## config.mk

```make
export PLATFORM = sky130hd
export DESIGN_NAME = i2c_addr_slave
export DESIGN_NICKNAME = d
export VERILOG_FILES = /design/src/rtl/i2c_addr_slave.sv
export SDC_FILE = /design/constraint.sdc
export NUM_CORES = 1
export LEC_CHECK = 0
export ABC_AREA = 1
export BUFFER_PORTS_ARGS = -buffer_cell sky130_fd_sc_hd__buf_4
export CAP_MARGIN = 20
export CORE_ASPECT_RATIO = 2
export CORE_MARGIN = 5
export CORE_UTILIZATION = 62
export CTS_BUF_LIST = sky130_fd_sc_hd__clkbuf_8
export CTS_CLUSTER_DIAMETER = 100
export CTS_CLUSTER_SIZE = 12
export DETAILED_ROUTE_END_ITERATION = 8
export PLACE_DENSITY = 0.87
export SETUP_SLACK_MARGIN = 0.05
export SYNTH_ARGS = -nofsm -noshare
export SYNTH_HDL_FRONTEND = slang
export SYNTH_SLANG_ARGS = --single-unit
```

## constraint.sdc

```tcl
create_clock -name clk -period 2.18 [get_ports clk]
set_input_delay 0.109 -clock clk [delete_from_list [all_inputs] [get_ports clk]]
set_output_delay 0.109 -clock clk [all_outputs]
set_load 0.05 [all_outputs]
```

## src/rtl/i2c_addr_slave.sv

```systemverilog
module i2c_addr_slave #(
  parameter int SYNC_STAGES = 2,
  parameter int ADDR_W      = 7,
  localparam int BYTE_W     = ADDR_W + 1,
  localparam int CNT_W      = $clog2(BYTE_W + 1)
) (
  input  logic              clk,
  input  logic              rst_n,
  input  logic              scl_i,
  input  logic              sda_i,
  input  logic [ADDR_W-1:0] own_addr,
  input  logic [BYTE_W-1:0] tx_data,
  output logic              sda_oe,
  output logic [BYTE_W-1:0] rx_data,
  output logic              rx_valid,
  output logic              tx_taken,
  output logic              tx_mode,
  output logic              gc_hit,
  output logic              addressed
);
  typedef enum logic [2:0] {
    S_IDLE, S_ADDR, S_AACK, S_RX, S_RACK, S_TX, S_TACK, S_SKIP
  } st_t;

  localparam logic [CNT_W-1:0] FULL = CNT_W'(BYTE_W);

  logic [SYNC_STAGES-1:0] scl_sy, sda_sy;
  logic                   scl_d, sda_d;
  st_t                    state;
  logic [CNT_W-1:0]       cnt;
  logic [BYTE_W-1:0]      sh;
  logic                   m_ack;

  always_ff @(posedge clk or negedge rst_n)
    if (!rst_n) begin
      scl_sy <= '1;
      sda_sy <= '1;
      scl_d  <= 1'b1;
      sda_d  <= 1'b1;
    end else begin
      scl_sy <= {scl_sy[SYNC_STAGES-2:0], scl_i};
      sda_sy <= {sda_sy[SYNC_STAGES-2:0], sda_i};
      scl_d  <= scl_sy[SYNC_STAGES-1];
      sda_d  <= sda_sy[SYNC_STAGES-1];
    end

  wire scl_s     = scl_sy[SYNC_STAGES-1];
  wire sda_s     = sda_sy[SYNC_STAGES-1];
  wire scl_rise  = scl_s & ~scl_d;
  wire scl_fall  = ~scl_s & scl_d;
  wire start_det = scl_s & scl_d & sda_d & ~sda_s;
  wire stop_det  = scl_s & scl_d & ~sda_d & sda_s;
  wire byte_end  = scl_fall && (cnt == FULL);
  wire addr_ok   = (sh[BYTE_W-1:1] == own_addr) || (sh == '0);
  wire [BYTE_W-1:0] sh_in = {sh[BYTE_W-2:0], sda_s};

  always_ff @(posedge clk or negedge rst_n)
    if (!rst_n) begin
      state     <= S_IDLE;
      cnt       <= '0;
      sh        <= '0;
      m_ack     <= 1'b0;
      rx_data   <= '0;
      rx_valid  <= 1'b0;
      tx_taken  <= 1'b0;
      tx_mode   <= 1'b0;
      gc_hit    <= 1'b0;
      addressed <= 1'b0;
    end else begin
      rx_valid <= 1'b0;
      tx_taken <= 1'b0;
      if (stop_det || start_det) begin
        state     <= stop_det ? S_IDLE : S_ADDR;
        cnt       <= '0;
        tx_mode   <= 1'b0;
        gc_hit    <= 1'b0;
        addressed <= 1'b0;
      end else begin
        unique case (state)
          S_ADDR: begin
            if (scl_rise) begin
              sh  <= sh_in;
              cnt <= cnt + 1'b1;
            end
            if (byte_end) begin
              if (addr_ok) begin
                state     <= S_AACK;
                addressed <= 1'b1;
                gc_hit    <= (sh == '0);
                tx_mode   <= sh[0];
              end else begin
                state <= S_SKIP;
              end
            end
          end
          S_AACK: if (scl_fall) begin
            cnt <= '0;
            if (tx_mode) begin
              sh       <= tx_data;
              tx_taken <= 1'b1;
              state    <= S_TX;
            end else begin
              state <= S_RX;
            end
          end
          S_RX: begin
            if (scl_rise) begin
              sh  <= sh_in;
              cnt <= cnt + 1'b1;
            end
            if (byte_end) begin
              rx_data  <= sh;
              rx_valid <= 1'b1;
              state    <= S_RACK;
            end
          end
          S_RACK: if (scl_fall) begin
            cnt   <= '0;
            state <= S_RX;
          end
          S_TX: begin
            if (scl_rise) cnt <= cnt + 1'b1;
            if (scl_fall) begin
              if (cnt == FULL) state <= S_TACK;
              else             sh    <= sh << 1;
            end
          end
          S_TACK: begin
            if (scl_rise) m_ack <= ~sda_s;
            if (scl_fall) begin
              if (m_ack) begin
                sh       <= tx_data;
                tx_taken <= 1'b1;
                cnt      <= '0;
                state    <= S_TX;
              end else begin
                state <= S_SKIP;
              end
            end
          end
          default: ;
        endcase
      end
    end

  assign sda_oe = (state == S_AACK) || (state == S_RACK) ||
                  ((state == S_TX) && !sh[BYTE_W-1]);
endmodule


```

Word level (Yosys, flattened, before mapping)
Cells that the tools add are included.

storage, ports and cells
  register bits after elaboration = 35
  input bits = 19
  output and inout bits = 14
  logic and storage cells = 123

operators by class
  add/sub/neg operators = 1
  eq/ne operators = 25
  mux-type cells = 48
  bitwise gates (word level) = 12
  reduce and logical (&&, ||, !) cells = 23

operators by type and width
  operator                                              count
  2-to-1 mux 8 bit                                      7
  case mux 8 bit (4 select lines)                       1
  2-to-1 mux 3 bit                                      10
  != test 3 bit (second input constant)                 8
  2-to-1 mux 1 bit                                      21
  2-to-1 mux 4 bit                                      5
  case mux 3 bit (6 select lines)                       1
  != test 2 bit (second input constant)                 6
  case mux 4 bit (3 select lines)                       1
  equality test 3 bit (second input constant)           3
  AND reduction 3 bit                                   3
  AND reduction 9 bit                                   1
  logical NOT 8 bit                                     1
  AND reduction 8 bit                                   1
  nonzero test 4 bit                                    2
  AND 1 bit                                             7
  equality test 7 bit                                   1
  nonzero test 7 bit                                    1
  equality test 3 x 2 -> 1 bit (second input constant)  2
  != test 3 x 1 -> 1 bit (second input constant)        2
  nonzero test 2 bit                                    3
  NOT 1 bit                                             5
  AND reduction 5 bit                                   1
  adder 4 x 1 -> 4 bit (second input constant)          1
  10 further kinds                                      15

Longest topological paths before layout
  depth after elaboration = 6
  depth in mapped cells = 12
  mapped depth without buffers = 12

Worst setup path before layout
OpenSTA, ideal clock, no wires.

  path kind = register to output
  start point = reg state[0]
  end point = out sda_oe
  arrival time = 1.519 ns
  data required time = 2.071 ns
  setup slack = 0.552 ns
  cell stages (with the launch flop) = 5
  path buffers = 0
  path through = dfrtp_1 -> inv_4 -> nor2_4 -> nand2_2 -> o21bai_1

on the way
  longest elaborated chain between the ends = 3
  elaborated cells between the ends (all ways) = 6
  classes of those cells = eq/ne: 3; reduce/logical: 3

RTL lines
  element                                                       RTL line  RTL
  start, declared                                               29        st_t state;
  start signal, assigned                                        73        state <= stop_det ? S_IDLE : S_ADDR;
  equality test 3 x 2 -> 1 bit, or another cell as far along    146       assign sda_oe = (state == S_AACK) || (state == S_RACK) ||
  logical OR 1 bit / logical AND 1 bit (equally long branches)  146, 147
  logical OR 1 bit (*)                                          146
  end, declared                                                 13        output logic sda_oe,

Every way passes the cells marked *; elsewhere a longest branch is shown, timed or not.

Worst setup path after layout
  start point = reg state[1]
  end point = out sda_oe

The elaborated chain is that of the path after synthesis.

==> metrics.txt <==
outcome complete, no violations; CTS tree done; Yosys warnings 0; #FFs+latches synth 35; initial antenna violation count 0; average wire per cell in the routed design roughly 15 um; Worst setup SP type register; register area share after synthesis 45.8%; Area Growth Syn to Fin 19.1%; vias in the first global route 1,729; I/O pins 33; post-synth top area cell dfrtp_1; Detailed Route Iter0 Violations 48; FILL cells 222; Finish-stage setup viols 0; setup repair after global routing missed its margin no; Mapped Area approximately 1900 um2; Critical Path AT 1.67 ns; RePlAce Congestion 1.05; largest net degree at the start of global routing 36; largest family of logic cells by synthesized area simple AND/OR/NAND/NOR gates; crit share post-route between 80% and 90%; Die W a little under 50 um; Mapped Cells roughly 240; Synth Area in Adders around 1.3%; Initial DRT Pass Iterations 4; Clock transition at path regs approximately 0.070 ns; worst slew pin tran 0.472 ns; ANT cells 0; worst vdd ir roughly 1000 uV; worst clock skew between 0.005 and 0.006 ns; Final Max Tran Viols 0; final net count 298; CP required 2.07 ns; XOR/XNOR share of the synthesized area 2.73%; top-area cell type share of the netlist area between 30% and 40%; post-synthesis simple-gate area fraction around 28%; H-Tree Level Count 2; Final min period about 1.8 ns; routed vias/inst roughly 5.5; multi-input logic area about 900 um2; root buffer cell clkbuf_8; IO buf count 32; row count 28; die height between 80 and 90 um; DRT Wirelength about 4600 um; via count around 1.7k; clock buffer depth 2; Compound-Gate Fraction of Synth Area 13.1%; layout cell share with drive strength beyond 1 27.0%; Post-CTS Setup Inserts 0; final hold vios 0; Critical Setup Path Class reg -> out; Yosys cell types 28; crit-path max FO 6; dominant cells by area after synthesis dfrtp_1, nand2_1, dfstp_2; Total Routing Usage GR about a quarter; Hold Crit Class in -> reg; CP Capture Type output port; Avg Synthesized Cell Area a little over 8 um2; Inst Count DP 297; Cell Count, Final, Fillers Out roughly 310; Core Util, Final between 70% and 80%; antenna violation net count after detailed routing 0; reg2reg end rx_data[3]; CP endpoint sda_oe; Highest Clock Rate between 0.5 and 0.6 GHz; R2R depth 9; number of buffers created by CTS 5; slew margin rel. 68.2%; Power Density between 1000 and 1500 nW/um2; Hold WS ~0.13 ns; setup slack, reg-to-reg about 0.46 ns; die area roughly 4400 um2; Pwr Total 2.80 mW; first-pass GRT wire length ~7900 um; Sequential cell area 883 um2; CTS Sinks 35; syn_nets 260; worst skew pair latency 0.29 ns; max-cap check violation count 0; Hold Path Depth 3; post-DP HPWL around 3500 um; grt total ovfl 0; leakage power roughly 1.2 nW; crit path from state[1]; drt drc 0; Setup TNS Final 0 ns; initial core utilization between 60 and 70%; multiplexer area fraction after synthesis between 1.5 and 2%; r2r startpoint cnt[0]; Core Area about 3000 um2
[layer usage]
| layer | track usage [%] | part of all wire, % | vias to the layer above |
|---|---|---|---|
| met1 | 23.7 | 35 | 781 |
| met5 | 0 | 0 | - |
| li1 | - | - | 830 |
| met4 | 17.9 | 6.4 | 0 |
| met2 | 42.4 | 54 | 51 |
| met3 | 3.71 | 4.0 | 22 |
[layout make-up]
type                       count  area share, %
clock buffer                   5           3.00
tap                           30           1.64
inverter                      31           5.18
timing repair buffer          36           12.1
sequential                    35           38.5
clock inverter                 3          0.654
multi-input combinational    168           38.9
[through the flow]
stage	setup slack, ns	cell area, um2
5_1_grt	0.243	2290
4_1_cts	0.427	2290
3_5_place_dp	0.492	2180
3_3_place_gp	0.531	2180
2_1_floorplan	0.552	1930
6_report	0.402	2290
[worst min path at each step]
stage | startpoint | endpoint | slack, ns
2_1_floorplan | rst_n | addressed | -0.19
3_3_place_gp | rst_n | cnt[0] | 0.08
3_5_place_dp | rst_n | cnt[0] | 0.09
4_1_cts | tx_data[6] | sh[6] | 0.13
5_1_grt | tx_data[5] | sh[5] | 0.15
6_report | tx_data[5] | sh[5] | 0.13
[timing repair]
action / in CTS / in global routing
endpoints found under the hold margin: 31 / 0
hold buffers: 3 / 0
gates resized for setup: 0 / 0
[state kept, by name, summed over array words and instances, names as in the netlist]
name	count
tx_mode	1
addressed	1
sda_d	1
m_ack	1
cnt	4
gc_hit	1
state	3
sh	8
rx_valid	1
scl_d	1
sda_sy	2
tx_taken	1
rx_data	8
scl_sy	2
[cells by family (layout without fill, tap and decap cells)]
family,Yosys count,in the layout
buffers and inverters,36,75
DFF,35,35
AOI/OAI and AO/OA,41,41
muxes,3,3
and+or+nand+nor,116,116
adders and majority gates,2,2
xor gates and xnor gates,6,6
[cells in the mapped netlist (all sizes together)]
cell type  number
a21oi           6
buf             5
dfrtp          29
dfstp           6
ha              2
inv            31
mux2i           3
nand2          73
nand3          16
nor2           24
nor3            3
o211ai          2
o21ai          31
o21bai          1
o22ai           1
xnor2           4
xor2            2
[cells in the final DEF, fill, tap and decap left out, types with 3 or more instances in the layout]
| cell | netlist | layout |
|---|---|---|
| o21ai_0 | 12 | 12 |
| nand2_1 | 69 | 69 |
| o21ai_1 | 10 | 10 |
| xnor2_1 | 4 | 4 |
| nor3_1 | 3 | 3 |
| nor2_2 | 4 | 4 |
| mux2i_1 | 3 | 3 |
| nand3_1 | 15 | 15 |
| dfstp_2 | 6 | 6 |
| inv_1 | 27 | 27 |
| clkinv_2 | 0 | 3 |
| clkbuf_8 | 0 | 5 |
| nand2_2 | 3 | 3 |
| buf_4 | 0 | 33 |
| nor2_4 | 5 | 5 |
| dlygate4sd3_1 | 0 | 3 |
| inv_2 | 3 | 3 |
| o21ai_2 | 9 | 9 |
| nor2_1 | 15 | 15 |
| a21oi_1 | 5 | 5 |
| dfrtp_1 | 29 | 29 |
[worst max-delay path, stage by stage (launching register included)]
cell and delay, ns:
dfrtp_1 0.53, inv_2 0.12, nor2_4 0.18, nand2_2 0.11, nand2_1 0.09, o21bai_1 0.12
buf_4 0.22
[where the power goes]
part | switching, mW | total, mW | internal (mW)
Sequential | 0.206 | 1.01 | 0.803
Combinational | 0.867 | 1.34 | 0.472
Clock | 0.235 | 0.454 | 0.218
Total | 1.31 | 2.80 | 1.49
(Power assumes the default switching activity.)
